[src/rtl/iqs_pkg.sv]
package iqs_pkg;
  localparam int unsigned SMP_W  = 15;
  localparam int unsigned WORD_W = SMP_W + 1;

  typedef logic [SMP_W-1:0]  sample_t;
  typedef logic [WORD_W-1:0] word_t;

  // Sample in the upper bits, in-phase/quadrature flag in bit 0.
  function automatic word_t pack_word(sample_t s, logic q_flag);
    return {s, q_flag};
  endfunction
endpackage

[src/rtl/iqs_slot_timer.sv]
module iqs_slot_timer #(
  parameter int unsigned SLOT_CYCLES = 48,
  localparam int unsigned HALF  = SLOT_CYCLES / 2,
  localparam int unsigned CNT_W = $clog2(SLOT_CYCLES)
) (
  input  logic             clk,
  input  logic             rst_n,
  input  logic             stream_en,
  output logic             run,
  output logic [CNT_W-1:0] cnt,
  output logic             start_evt,
  output logic             load_i_evt,
  output logic             load_q_evt
);
  logic at_end;

  assign at_end     = (cnt == CNT_W'(SLOT_CYCLES - 1));
  assign start_evt  = !run && stream_en;
  assign load_i_evt = start_evt || (run && stream_en && at_end);
  assign load_q_evt = run && stream_en && (cnt == CNT_W'(HALF - 1));

  always_ff @(posedge clk or negedge rst_n) begin
    if (!rst_n) begin
      run <= 1'b0;
      cnt <= '0;
    end else if (start_evt) begin
      run <= 1'b1;
      cnt <= '0;
    end else if (run && !stream_en) begin
      run <= 1'b0;
      cnt <= '0;
    end else if (run) begin
      cnt <= at_end ? '0 : cnt + 1'b1;
    end
  end

  p_slot_wrap_r4: assert property (@(posedge clk) disable iff (!rst_n)
    (run && stream_en && at_end) |=> (cnt == '0));
  p_start_zero_r5: assert property (@(posedge clk) disable iff (!rst_n)
    start_evt |=> (run && cnt == '0));
endmodule

[src/rtl/iqs_pair_hold.sv]
module iqs_pair_hold
  import iqs_pkg::*;
(
  input  logic    clk,
  input  logic    rst_n,
  input  logic    smp_valid,
  input  sample_t smp_i,
  input  sample_t smp_q,
  input  logic    capture,
  output word_t   i_word,
  output word_t   q_word
);
  sample_t held_i, held_q, lat_i, lat_q;

  assign lat_i  = smp_valid ? smp_i : held_i;
  assign lat_q  = smp_valid ? smp_q : held_q;
  assign i_word = pack_word(lat_i, 1'b0);

  always_ff @(posedge clk or negedge rst_n) begin
    if (!rst_n) begin
      held_i <= '0;
      held_q <= '0;
      q_word <= '0;
    end else begin
      if (smp_valid) begin
        held_i <= smp_i;
        held_q <= smp_q;
      end
      if (capture) q_word <= pack_word(lat_q, 1'b1);
    end
  end

  p_resend_r8: assert property (@(posedge clk) disable iff (!rst_n)
    (!smp_valid && !capture) |=> $stable(q_word));
endmodule

[src/rtl/iqs_word_shifter.sv]
module iqs_word_shifter
  import iqs_pkg::*;
(
  input  logic  clk,
  input  logic  rst_n,
  input  logic  hush,
  input  logic  load_i,
  input  logic  load_q,
  input  word_t i_word,
  input  word_t q_word,
  output logic  ser_bit,
  output logic  word_start
);
  word_t sh;

  assign ser_bit = sh[WORD_W-1];

  always_ff @(posedge clk or negedge rst_n) begin
    if (!rst_n) begin
      sh         <= '0;
      word_start <= 1'b0;
    end else if (load_i) begin
      sh         <= i_word;
      word_start <= 1'b1;
    end else if (load_q) begin
      sh         <= q_word;
      word_start <= 1'b1;
    end else if (hush) begin
      sh         <= '0;
      word_start <= 1'b0;
    end else begin
      sh         <= {sh[WORD_W-2:0], 1'b0};
      word_start <= 1'b0;
    end
  end

  p_fs_single_r9: assert property (@(posedge clk) disable iff (!rst_n)
    word_start |=> !word_start);
endmodule

[src/rtl/iqs_port_router.sv]
module iqs_port_router (
  input  logic clk,
  input  logic rst_n,
  input  logic start_evt,
  input  logic port_sel,
  input  logic run,
  input  logic ser_bit,
  input  logic word_start,
  output logic fs_a,
  output logic sd_a,
  output logic fs_b,
  output logic sd_b
);
  localparam int unsigned N_PORTS = 2;

  logic               sel_q;
  logic [N_PORTS-1:0] fs_v, sd_v;

  always_ff @(posedge clk or negedge rst_n) begin
    if (!rst_n)         sel_q <= 1'b0;
    else if (start_evt) sel_q <= port_sel;
  end

  // index 1 is port A (select 1), index 0 is port B (select 0)
  for (genvar gp = 0; gp < N_PORTS; gp++) begin : g_port
    assign fs_v[gp] = run && (sel_q == 1'(gp)) && word_start;
    assign sd_v[gp] = run && (sel_q == 1'(gp)) && ser_bit;
  end

  assign fs_a = fs_v[1];
  assign sd_a = sd_v[1];
  assign fs_b = fs_v[0];
  assign sd_b = sd_v[0];

  p_one_port_r6: assert property (@(posedge clk) disable iff (!rst_n)
    $onehot0({fs_a | sd_a, fs_b | sd_b}));
  p_sel_hold_r7: assert property (@(posedge clk) disable iff (!rst_n)
    (run && !start_evt) |=> $stable(sel_q));
endmodule

[src/rtl/iq_word_serializer.sv]
module iq_word_serializer
  import iqs_pkg::*;
#(
  parameter int unsigned SLOT_CYCLES = 48
) (
  input  logic             clk,
  input  logic             rst_n,
  input  logic             en_reg,
  input  logic             en_pin,
  input  logic             port_sel,
  input  logic             smp_valid,
  input  logic [SMP_W-1:0] smp_i,
  input  logic [SMP_W-1:0] smp_q,
  output logic             streaming,
  output logic             fs_a,
  output logic             sd_a,
  output logic             fs_b,
  output logic             sd_b
);
  localparam int unsigned HALF  = SLOT_CYCLES / 2;
  localparam int unsigned CNT_W = $clog2(SLOT_CYCLES);

  logic             stream_en, run, start_evt, load_i_evt, load_q_evt;
  logic [CNT_W-1:0] cnt;
  word_t            i_word, q_word;
  logic             ser_bit, word_start;

  assign stream_en = en_reg | en_pin;
  assign streaming = run;

  iqs_slot_timer #(.SLOT_CYCLES(SLOT_CYCLES)) u_timer (
    .clk(clk), .rst_n(rst_n), .stream_en(stream_en), .run(run), .cnt(cnt),
    .start_evt(start_evt), .load_i_evt(load_i_evt), .load_q_evt(load_q_evt));

  iqs_pair_hold u_hold (
    .clk(clk), .rst_n(rst_n), .smp_valid(smp_valid), .smp_i(smp_i),
    .smp_q(smp_q), .capture(load_i_evt), .i_word(i_word), .q_word(q_word));

  iqs_word_shifter u_shift (
    .clk(clk), .rst_n(rst_n), .hush(!stream_en), .load_i(load_i_evt),
    .load_q(load_q_evt), .i_word(i_word), .q_word(q_word),
    .ser_bit(ser_bit), .word_start(word_start));

  iqs_port_router u_route (
    .clk(clk), .rst_n(rst_n), .start_evt(start_evt), .port_sel(port_sel),
    .run(run), .ser_bit(ser_bit), .word_start(word_start),
    .fs_a(fs_a), .sd_a(sd_a), .fs_b(fs_b), .sd_b(sd_b));

  p_stop_quiet_r5: assert property (@(posedge clk) disable iff (!rst_n)
    (run && !stream_en) |=> !(streaming || fs_a || sd_a || fs_b || sd_b));
  p_flag_i_r2: assert property (@(posedge clk) disable iff (!rst_n)
    (run && cnt == CNT_W'(WORD_W - 1)) |-> !ser_bit);
  p_flag_q_r2: assert property (@(posedge clk) disable iff (!rst_n)
    (run && cnt == CNT_W'(HALF + WORD_W - 1)) |-> ser_bit);
  p_fs_offset_r3: assert property (@(posedge clk) disable iff (!rst_n)
    word_start |-> (cnt == '0 || cnt == CNT_W'(HALF)));
endmodule

[config.mk]
export PLATFORM = sky130hd
export DESIGN_NAME = iq_word_serializer
export DESIGN_NICKNAME = d
export VERILOG_FILES = /design/src/rtl/iqs_pkg.sv /design/src/rtl/iqs_slot_timer.sv /design/src/rtl/iqs_pair_hold.sv /design/src/rtl/iqs_word_shifter.sv /design/src/rtl/iqs_port_router.sv /design/src/rtl/iq_word_serializer.sv
export SDC_FILE = /design/constraint.sdc
export NUM_CORES = 1
export LEC_CHECK = 0
export ABC_AREA = 1
export BUFFER_PORTS_ARGS = -buffer_cell sky130_fd_sc_hd__buf_2
export CAP_MARGIN = 15
export CORE_AREA = 2 2 89 91
export CTS_CLUSTER_SIZE = 14
export DETAILED_ROUTE_END_ITERATION = 6
export DIE_AREA = 0 0 91 93
export MAX_ROUTING_LAYER = met4
export PLACE_DENSITY_LB_ADDON = 0.05
export SYNTH_ARGS = -nofsm -noshare
export SYNTH_HDL_FRONTEND = slang
export SYNTH_SLANG_ARGS = --single-unit
export TNS_END_PERCENT = 10
[constraint.sdc]
create_clock -name clk -period 2 [get_ports clk]
set_input_delay 0.6 -clock clk [delete_from_list [all_inputs] [get_ports clk]]
set_output_delay 0.6 -clock clk [all_outputs]
set_load 0.1 [all_outputs]
# After elaboration in Yosys (flattened, before gate mapping)
# Cells that the tools add are included.
# op_classes
mux	13
addsub	1
bitwise_logic	2
reduce_logical	16
eq_ne	2
# op_table
operator	n
two-way mux 16 bit	3
two-way mux 15 bit	2
two-way mux 6 bit	4
logical AND 1 bit	11
adder 6 x 1 -> 6 bit (second input constant)	1
== test 6 x 5 -> 1 bit (second input constant)	1
== test 6 bit (second input constant)	1
two-way mux 1 bit	4
nonzero test 3 bit	1
zero test 1 bit	2
nonzero test 2 bit	1
logical OR 1 bit	1
NOT 1 bit	1
bitwise OR 1 bit	1
# totals
elab_cells	42
register_bits	71
output_inout_bits	5

# Depth between registers and ports, before layout
# Gate-level depths: netlist of run 1.
# logic_depth
ltp_word	5
depth_mapped	12
mapped_depth_nobuf	10

# Modules after synthesis
# From an unflattened synthesis of run 1, not the netlist that was laid out.
# hier_totals
cells_unflattened	427
area_unflattened_um2	3399.5
# by_module_without_submodules
module	area_per_inst_um2	instances	seq_area_each_um2	cells_each
iqs_pair_hold	1910.6	1	1151.1	225
iqs_word_shifter	910.9	1	425.4	120
iqs_slot_timer	489.2	1	175.2	64
iqs_port_router	73.8	1	25.0	14
iq_word_serializer	15.0	1	0.0	4

# Least setup slack after synthesis of run 1
# No wires, ideal clock.
# synth_timing
kind	register to output
from	reg u_timer.run
to	out fs_a
t_required_ns	1.400
t_arrival_ns	3.343
slack_ns	-1.943
path_stages_with_launch	3
cell_sequence	dfrtp_1 > inv_1 > nor3_1
# synth_via
elab_chain_cells	2
# synth_lines
item	line_no	rtl
start, declared	iqs_slot_timer.sv:9	output logic run,
start signal, assigned	iqs_slot_timer.sv:24	run <= 1'b0;
start signal, assigned	iqs_slot_timer.sv:27	run <= 1'b1;
start signal, assigned	iqs_slot_timer.sv:30	run <= 1'b0;
logical AND 1 bit (2 in series)	iqs_port_router.sv:26	assign fs_v[gp] = run && (sel_q == 1'(gp)) && word_start;
end, declared	iq_word_serializer.sv:15	output logic fs_a,
# Every way passes these cells.

# Worst setup path after layout of run 1
# layout_timing
from	reg u_timer.run
to	out sd_a
# layout_via
elab_chain_cells	2
# layout_lines
item	line_no	rtl
logical AND 1 bit (2 in series)	iqs_port_router.sv:27	assign sd_v[gp] = run && (sel_q == 1'(gp)) && ser_bit;
end, declared	iq_word_serializer.sv:16	output logic sd_a,
# Every way passes these cells.

==> results of run 1 <==
## final timing paths
check                                 start          endpoint  depth (start not counted)
min in group clk           u_hold.q_word[0]  u_hold.q_word[0]                          2
max                             u_timer.run              sd_a                          3
max in group asynchronous             rst_n       u_timer.run                          2
max reg2reg                     u_timer.run    u_timer.cnt[5]                         10
min                                   rst_n    u_timer.cnt[1]                          2
min reg2reg                u_hold.q_word[0]  u_hold.q_word[0]                          2
## layout by cell type (no fill, tap or decap), drive strengths merged
cell | Yosys | layout
nand2 | 142 | 142
xor2 | 1 | 1
dfrtp | 71 | 71
a21oi | 2 | 2
nor2 | 25 | 25
nor3 | 5 | 5
clkbuf | 1 | 12
ha | 5 | 5
a21o | 1 | 1
buf | 12 | 50
nand3 | 21 | 21
o21ai | 2 | 2
bufinv | 0 | 3
clkinvlp | 0 | 1
inv | 31 | 31
mux2 | 30 | 30
## cells by family (layout without fill, tap and decap cells)
group           after synthesis  in the layout  synth area share
compound gates                5              5           0.00843
xor+xnor                      1              1           0.00268
fa+ha+maj                     5              5            0.0192
buf+inv                      44             97            0.0709
flops                        71             71             0.544
mux                          30             30             0.103
simple gates                193            193             0.251
## final cells by class
cell class                      instances  area (sq um)
Sequential cell                        71          1780
Multi-Input combinational cell        234          1300
Clock buffer                           12           165
Tap cell                              102           128
Timing Repair Buffer                   50           360
Clock inverter                          4          98.8
Fill cell                             739          3570
Inverter                               31           123
## layer usage
layer	part of all wire	GRT usage
met1	0.53	0.228
met2	0.42	0.230
met3	0.032	0.0314
met4	0.022	0.0720
met5	0	-
## power by group through the flow
| stage | Combinational, mW | Sequential (mW) | Clock [mW] |
|---|---|---|---|
| finish | 1.44 | 2.02 | 1.48 |
| CTS | 1.47 | 2.02 | 1.52 |
| global placement | 1.43 | 2.03 | 0 |
| detailed placement | 1.44 | 2.04 | 0 |
| global route | 1.63 | 2.07 | 1.59 |
| floorplan | 1.08 | 2.06 | 0 |
## state kept, by name, indices dropped and copies added (netlist names)
| signal | cells |
|---|---|
| u_timer.run | 1 |
| u_shift.word_start | 1 |
| u_timer.cnt | 6 |
| u_hold.q_word | 16 |
| u_shift.sh | 16 |
| u_hold.held_q | 15 |
| u_route.sel_q | 1 |
| u_hold.held_i | 15 |
## timing repair
item | 4_1_cts | 5_1_grt
pin swaps | 0 | 0
gates resized for setup | 1 | 1
setup endpoints to repair | 4 | 4
setup buffers | 1 | 0
==> impl_metrics.ini, run 1 <==
[outcome]
run_status = complete, no violations

[worst_setup_path]
reg2reg_slack_ns = 0.17
path_delay_family = flip-flops
critical_path.max_fanout = 5
critical_path.max_stage_delay_ns = 0.45
critical_path.endpoint_type = output port
data_arrival_time_at_the_worst_slack_endpoint_ns = 1.39
path_cells = clkinvlp_4, nor3_4, buf_12
critical_path_required_ns = 1.40
path_buf_inv = 2
critPathLaunchType = flip-flop
setup.worst_path.class = reg2out
crit_slowest_cell = sky130_fd_sc_hd__dfrtp_4

[cts]
clock_tree.root_cell = sky130_fd_sc_hd__clkbuf_8
clock_transition_at_the_registers_of_the_reported_paths_ns = 0.08
worstSkewPairLatency_ns = 0.34
cts_buffer_depth = 2
cts_num_sinks = 71
cts_tree = built
tritoncts.num_buffers = 9
count_of_hold_fix_buffers_inserted_at_cts = 0
htree_levels = 3

[detailed_routing]
routed_wl_mm = 5.98
via_count = 2324
post_drt_wl_per_cell_um = 11.9
detail_route.iter0.violations = 90
post-route-drc-count = 0
detail-route-antenna-nets = 0
drt_first_pass_iters = 4
vias_per_cell = 4.61

[logic_synthesis]
synth.avg_cell_area_sq_um = 9.36
synth_area_sq_um = 3270
ys.flop_type = sky130_fd_sc_hd__dfrtp_1
syn-num-nets = 390
ys_ff_latch = 71
netlist.area_leader.share = 0.544
post_synth_most_frequent_cells = 138 x sky130_fd_sc_hd__nand2_1, 71 x sky130_fd_sc_hd__dfrtp_1, 30 x sky130_fd_sc_hd__mux2_2, 29 x sky130_fd_sc_hd__inv_1, 21 x sky130_fd_sc_hd__nor2_1
netlist-cell-type-count = 25
synthArstFlopShare = 1.00
synth-edff-count = 0
syn_inst = 349
synth.top_cells.by_area = sky130_fd_sc_hd__dfrtp_1 54%, sky130_fd_sc_hd__nand2_1 16%, sky130_fd_sc_hd__mux2_2 10%
synth.most_common_cell = sky130_fd_sc_hd__nand2_1
synth_largest_area_cell = sky130_fd_sc_hd__dfrtp_1
sequential_share_of_the_synthesized_area = 0.544
synth_warnings = 0

[layout]
finish.utilization = 0.526
instances_no_fill = 504
antenna_cells = 0
postLayoutCellArea_sq_um = 3960
final_layout_size_suffix_gt1_frac = 0.286
num-nets-final = 438
flow.area_growth_from_synthesis_pct = 21.2

[sta]
fin_setup_tns_ns = 0
hold-worst-slack_ns = 0.242
fin_worst_skew_ns = 0.0101
worst_pin_slew_ns = 0.484
max_clock_freq_mhz = 502
worst_slack_ns = 0.00926
timing.slew.headroom = 0.679
report.final.hold_viol_count = 0
period_share = 0.995
setup_viol_count_final = 0
final_period_minus_worst_setup_slack_ns = 1.99
slew_violations = 0
rsz0062_at_grt = true

[power]
swShare = 0.337
power_switching_mw = 1.66
power_mw = 4.93
power.density_cell_area_nw_per_um2 = 1250
internal_power_mw = 3.27
p_leak_nw = 2.06
ir_drop_worst_case_vdd_uv = 456
pwr-share-seq = 0.410
clockPowerShare = 0.299
p_comb_frac = 0.291

[job]
drv.max_cap_violation_count = 0

[floorplanning]
die_x_um = 91
die_height_um = 93
std_cell_rows = 32
floorplan.initialDensity = 0.434
i_o_pins = 41
placeableCoreArea_sq_um = 7530
dieArea_sq_um = 8460

[global_route]
grt_start_max_net_pins = 72
grt_pass1_wl_mm = 10.6
antenna_found_initial = 0
globalRouteTotalUtil = 0.162
first_global_vias = 2290
grt_overflow_total = 0

[placed_design]
cell_count_post_placement = 487
port_buffers = 40
post-place-ws_ns = 0.0940
gpl.final_weighted_congestion = 0.818
detailedPlacementHpwl_mm = 4.04
placed_area_sq_um = 3680

[hold_path]
min_path_type = in2async
Power figures use the tool's default switching activity.
==> run 2, diff against run 1 <==
--- a/config.mk
+++ b/config.mk
@@ -14,6 +14,7 @@
 export DIE_AREA = 0 0 91 93
 export MAX_ROUTING_LAYER = met4
 export PLACE_DENSITY_LB_ADDON = 0.05
+export RECOVER_POWER = 25
 export SYNTH_ARGS = -nofsm -noshare
 export SYNTH_HDL_FRONTEND = slang
 export SYNTH_SLANG_ARGS = --single-unit
==> run 2 against run 1 <==
Effect of this change: global-route usage did not move; design area down 0.32%; sequential share of layout area up 0.14 points; first-iteration DRC count unchanged; critical path depth did not move; wire length unchanged; sequential power about the same; clock power about the same; combinational power about the same; sequential cell count stayed put; register-to-register slack is essentially flat; maximum frequency stayed put; critical path type unchanged.
==> impl_metrics.ini, run 2 (same netlist as run 1, synthesis figures left out) <==
[outcome]
run_status = complete, no violations

[worst_setup_path]
critical_path_required_ns = 1.40
data_arrival_time_at_the_worst_slack_endpoint_ns = 1.39
critical_path.max_fanout = 5
critPathLaunchType = flip-flop
setup.worst_path.class = reg2out
critical_path.endpoint_type = output port

[sta]
worst_pin_slew_ns = 0.955
final_period_minus_worst_setup_slack_ns = 1.99
hold-worst-slack_ns = 0.469
timing.slew.headroom = 0.363
slew_violations = 0
max_clock_freq_mhz = 502
fin_setup_tns_ns = 0
fin_worst_skew_ns = 0.0101
setup_viol_count_final = 0
rsz0062_at_grt = true
period_share = 0.995
report.final.hold_viol_count = 0

[layout]
layout_common_cells = 138 x sky130_fd_sc_hd__nand2_1, 69 x sky130_fd_sc_hd__dfrtp_1, 36 x sky130_fd_sc_hd__buf_2, 30 x sky130_fd_sc_hd__mux2_2, 28 x sky130_fd_sc_hd__inv_1
antenna_cells = 0
postLayoutCellArea_sq_um = 3950
flow.area_growth_from_synthesis_pct = 20.8
final_layout_size_suffix_gt1_frac = 0.286
layout_commonest_cell = sky130_fd_sc_hd__nand2_1
num-nets-final = 438
layout_top_registers = u_hold.q_word: 16 flops, u_shift.sh: 16 flops

[power]
power_mw = 4.93
p_comb_frac = 0.290
ir_drop_worst_case_vdd_uv = 456
p_leak_nw = 2.06
internal_power_mw = 3.27
power.density_cell_area_nw_per_um2 = 1250
power_switching_mw = 1.66
swShare = 0.337
pwr-share-seq = 0.410
clockPowerShare = 0.299

[detailed_routing]
drt_first_pass_iters = 4
post-route-drc-count = 0
via_count = 2324
detail_route.iter0.violations = 90
vias_per_cell = 4.61
detail-route-antenna-nets = 0
routed_wl_mm = 5.98
post_drt_wl_per_cell_um = 11.9

[global_route]
grt_overflow_total = 0
globalRouteTotalUtil = 0.162
first_global_vias = 2290
grt_start_max_net_pins = 72
antenna_found_initial = 0
grt_pass1_wl_mm = 10.6

[floorplanning]
std_cell_rows = 32
die_x_um = 91
die_height_um = 93
i_o_pins = 41
placeableCoreArea_sq_um = 7530
dieArea_sq_um = 8460
floorplan.initialDensity = 0.434

[cts]
worstSkewPairLatency_ns = 0.34
cts_tree = built
cts_buffer_depth = 2
tritoncts.num_buffers = 9
htree_levels = 3
clock_transition_at_the_registers_of_the_reported_paths_ns = 0.07
cts_num_sinks = 71
clock_tree.root_cell = sky130_fd_sc_hd__clkbuf_8

[job]
drv.max_cap_violation_count = 0

[hold_path]
min_path_type = reg2reg

[placed_design]
placed_area_sq_um = 3680
detailedPlacementHpwl_mm = 4.04
gpl.final_weighted_congestion = 0.818
port_buffers = 40
==> run 2: changes by cell type in the layout (fill, tap and decap cells not counted), sizes merged <==
| cell | delta |
|---|---|
| clkbuf | +1 |
| buf | -1 |
==> run 2: worst paths after layout <==
path / slack [ns] / endpoint / cells past startpoint / startpoint
min in group asynchronous: 0.48 / u_timer.cnt[1] / 2 / rst_n
min reg2reg: 0.47 / u_hold.q_word[0] / 2 / u_hold.q_word[0]
min: 0.47 / u_hold.q_word[0] / 2 / u_hold.q_word[0]
max reg2reg: 0.17 / u_timer.cnt[5] / 10 / u_timer.run
max in group asynchronous: 0.75 / u_timer.run / 2 / rst_n
max: 0.009 / sd_a / 3 / u_timer.run
==> run 2: layout make-up <==
cell class / instances / area, sq um
Sequential cell: 71 / 1780
Fill cell: 741 / 3580
Clock buffer: 12 / 165
Multi-Input combinational cell: 234 / 1300
Clock inverter: 4 / 98.8
Inverter: 31 / 123
Tap cell: 102 / 128
Timing Repair Buffer: 50 / 348
==> run 2: timing repair <==
item                       CTS  global route
hold buffers                 0             0
setup buffers                1             0
resized for setup            1             1
setup endpoints to repair    4             4
==> run 2: through the flow <==
step                worst slack, ns  std cells   util
floorplan                    -0.260        349      -
global placement              0.119        487  0.489
detailed placement           0.0940        487  0.489
CTS                         -0.0139        504  0.526
global route                -0.0584        504  0.524
finish                      0.00926        504  0.524
==> run 2: worst max-delay path, stage by stage (launching register included) <==
cell and delay, ns:
sky130_fd_sc_hd__dfrtp_4 0.45, sky130_fd_sc_hd__clkinvlp_4 0.20, sky130_fd_sc_hd__nor3_4 0.20, sky130_fd_sc_hd__buf_12 0.20
==> run 2: metal layers <==
metal	track usage	vias up	part of all wire	wire length, um
met5	-	-	0	0
met3	0.0314	12	0.032	193
met1	0.228	1099	0.53	3150
met4	0.0720	0	0.022	129
li1	-	1175	-	-
met2	0.230	38	0.42	2510
==> run 2: power by group through the flow <==
stage / Sequential (mW) / Clock [mW] / Combinational (mW)
final: 2.02 / 1.48 / 1.43
after global routing: 2.07 / 1.59 / 1.63
after CTS: 2.02 / 1.52 / 1.47
after detailed placement: 2.04 / 0 / 1.44
after global placement: 2.03 / 0 / 1.43
after floorplan: 2.06 / 0 / 1.08
==> run 3, diff against run 2 <==
==> constraint.sdc (replaced) <==
create_clock -name clk -period 2 [get_ports clk]
set_input_delay 0.6 -clock clk [delete_from_list [all_inputs] [get_ports clk]]
set_output_delay 0.6 -clock clk [all_outputs]
set_load 0.05 [all_outputs]
==> run 3 against run 2 <==
Effect of this change: cell count down 0.40%; design area down 3.7%; global-route usage down 0.22 points; largest power group unchanged.
==> impl_metrics.ini, run 3 (same netlist as run 1, synthesis figures left out) <==
[outcome]
run_status = complete, no violations

[power]
power_mw = 4.30
p_leak_nw = 2.00
power.density_cell_area_nw_per_um2 = 1130
ir_drop_worst_case_vdd_uv = 450

[worst_setup_path]
r2r_cells = 7
worst_r2r_endpoint = u_timer.cnt[3]
data_arrival_time_at_the_worst_slack_endpoint_ns = 1.34
rr_startpoint = u_timer.run
critical_path.startpoint = u_timer.run
critPathLaunchType = flip-flop
critical_path.endpoint_type = output port
critical_path.max_fanout = 6
reg2reg_slack_ns = 0.30
critical_path_required_ns = 1.40
setup.worst_path.class = reg2out

[layout]
finish.utilization = 0.505
num-nets-final = 437
layout_common_cells = 138 x sky130_fd_sc_hd__nand2_1, 69 x sky130_fd_sc_hd__dfrtp_1, 35 x sky130_fd_sc_hd__buf_2, 30 x sky130_fd_sc_hd__mux2_2, 29 x sky130_fd_sc_hd__inv_1
antenna_cells = 0
layout_top_registers = u_hold.q_word: 16 flops, u_shift.sh: 16 flops
final_layout_size_suffix_gt1_frac = 0.270
layout_commonest_cell = sky130_fd_sc_hd__nand2_1
flow.area_growth_from_synthesis_pct = 16.3

[floorplanning]
dieArea_sq_um = 8460
die_x_um = 91
std_cell_rows = 32
floorplan.initialDensity = 0.434
i_o_pins = 41
die_height_um = 93
placeableCoreArea_sq_um = 7530

[detailed_routing]
vias_per_cell = 4.49
detail-route-antenna-nets = 0
post-route-drc-count = 0
post_drt_wl_per_cell_um = 11.6
detail_route.iter0.violations = 80
via_count = 2253
routed_wl_mm = 5.83
drt_first_pass_iters = 4

[global_route]
grt_pass1_wl_mm = 10.5
grt_overflow_total = 0
antenna_found_initial = 0
globalRouteTotalUtil = 0.160
grt_start_max_net_pins = 42
first_global_vias = 2236

[cts]
htree_levels = 3
cts_buffer_depth = 2
clock_transition_at_the_registers_of_the_reported_paths_ns = 0.07
tritoncts.num_buffers = 9
postCtsSetupBuffers = 0
clock_tree.root_cell = sky130_fd_sc_hd__clkbuf_8
worstSkewPairLatency_ns = 0.33
cts_tree = built
cts_num_sinks = 71

[placed_design]
gpl.final_weighted_congestion = 0.750
port_buffers = 40
detailedPlacementHpwl_mm = 4.15

[sta]
fin_worst_skew_ns = 0.00675
timing.slew.headroom = 0.195
worst_pin_slew_ns = 1.21
report.final.hold_viol_count = 0
period_share = 0.972
max_clock_freq_mhz = 514
fin_setup_tns_ns = 0
final_period_minus_worst_setup_slack_ns = 1.94
setup_viol_count_final = 0
rsz0062_at_grt = true
slew_violations = 0

[hold_path]
min_path_type = in2async

[job]
drv.max_cap_violation_count = 0
## run 3: how the worst max path moves through the flow
stage                                 to  slack [ns]  cells past startpoint
after floorplan            u_shift.sh[4]        0.05                     11
after global placement    u_shift.sh[14]        0.07                     11
after detailed placement  u_timer.cnt[3]        0.06                      9
after CTS                           fs_a       0.005                      3
after global routing                fs_a       -0.02                      3
final                               sd_b        0.06                      3
## run 3: worst max-delay path, cell delays in order (launching register included)
cell and delay (ns):
sky130_fd_sc_hd__dfrtp_2 0.44, sky130_fd_sc_hd__inv_1 0.32, sky130_fd_sc_hd__nor3_4 0.04, sky130_fd_sc_hd__clkbuf_4 0.22
## run 3: metrics by stage
step,area (sq um),setup slack [ns],cells,hold slack (ns)
after floorplan,3310,0.0456,349,0.304
after detailed placement,3630,0.0608,487,0.445
after global routing,3800,-0.0151,502,0.0930
final,3800,0.0553,502,0.0914
after global placement,3630,0.0680,487,0.449
after CTS,3810,0.00493,502,0.0834
## run 3: timing repair
item	4_1_cts	5_1_grt
resized for setup	0	5
endpoints found under the hold margin	0	0
hold buffers	0	0
setup endpoints to repair	0	4
## run 3: layer usage
| metal | routed length, um | track usage | up-vias |
|---|---|---|---|
| li1 | - | - | 1171 |
| met1 | 3070 | 0.225 | 1036 |
| met2 | 2470 | 0.230 | 37 |
| met3 | 197 | 0.0306 | 9 |
| met4 | 95 | 0.0644 | 0 |
| met5 | 0 | - | - |
## run 3: layout make-up
class	instances	area (sq um)
Fill cell	773	3730
Sequential cell	71	1780
Multi-Input combinational cell	234	1300
Timing Repair Buffer	49	292
Clock buffer	11	131
Tap cell	102	128
Inverter	31	119
Clock inverter	4	47.5
## run 3: report_power, final
part	internal (mW)	switching, mW	total, mW	leakage (nW)
Sequential	1.82	0.185	2.00	0.861
Combinational	0.437	0.793	1.23	1.05
Clock	0.566	0.499	1.06	0.0892
Total	2.82	1.48	4.30	2.00
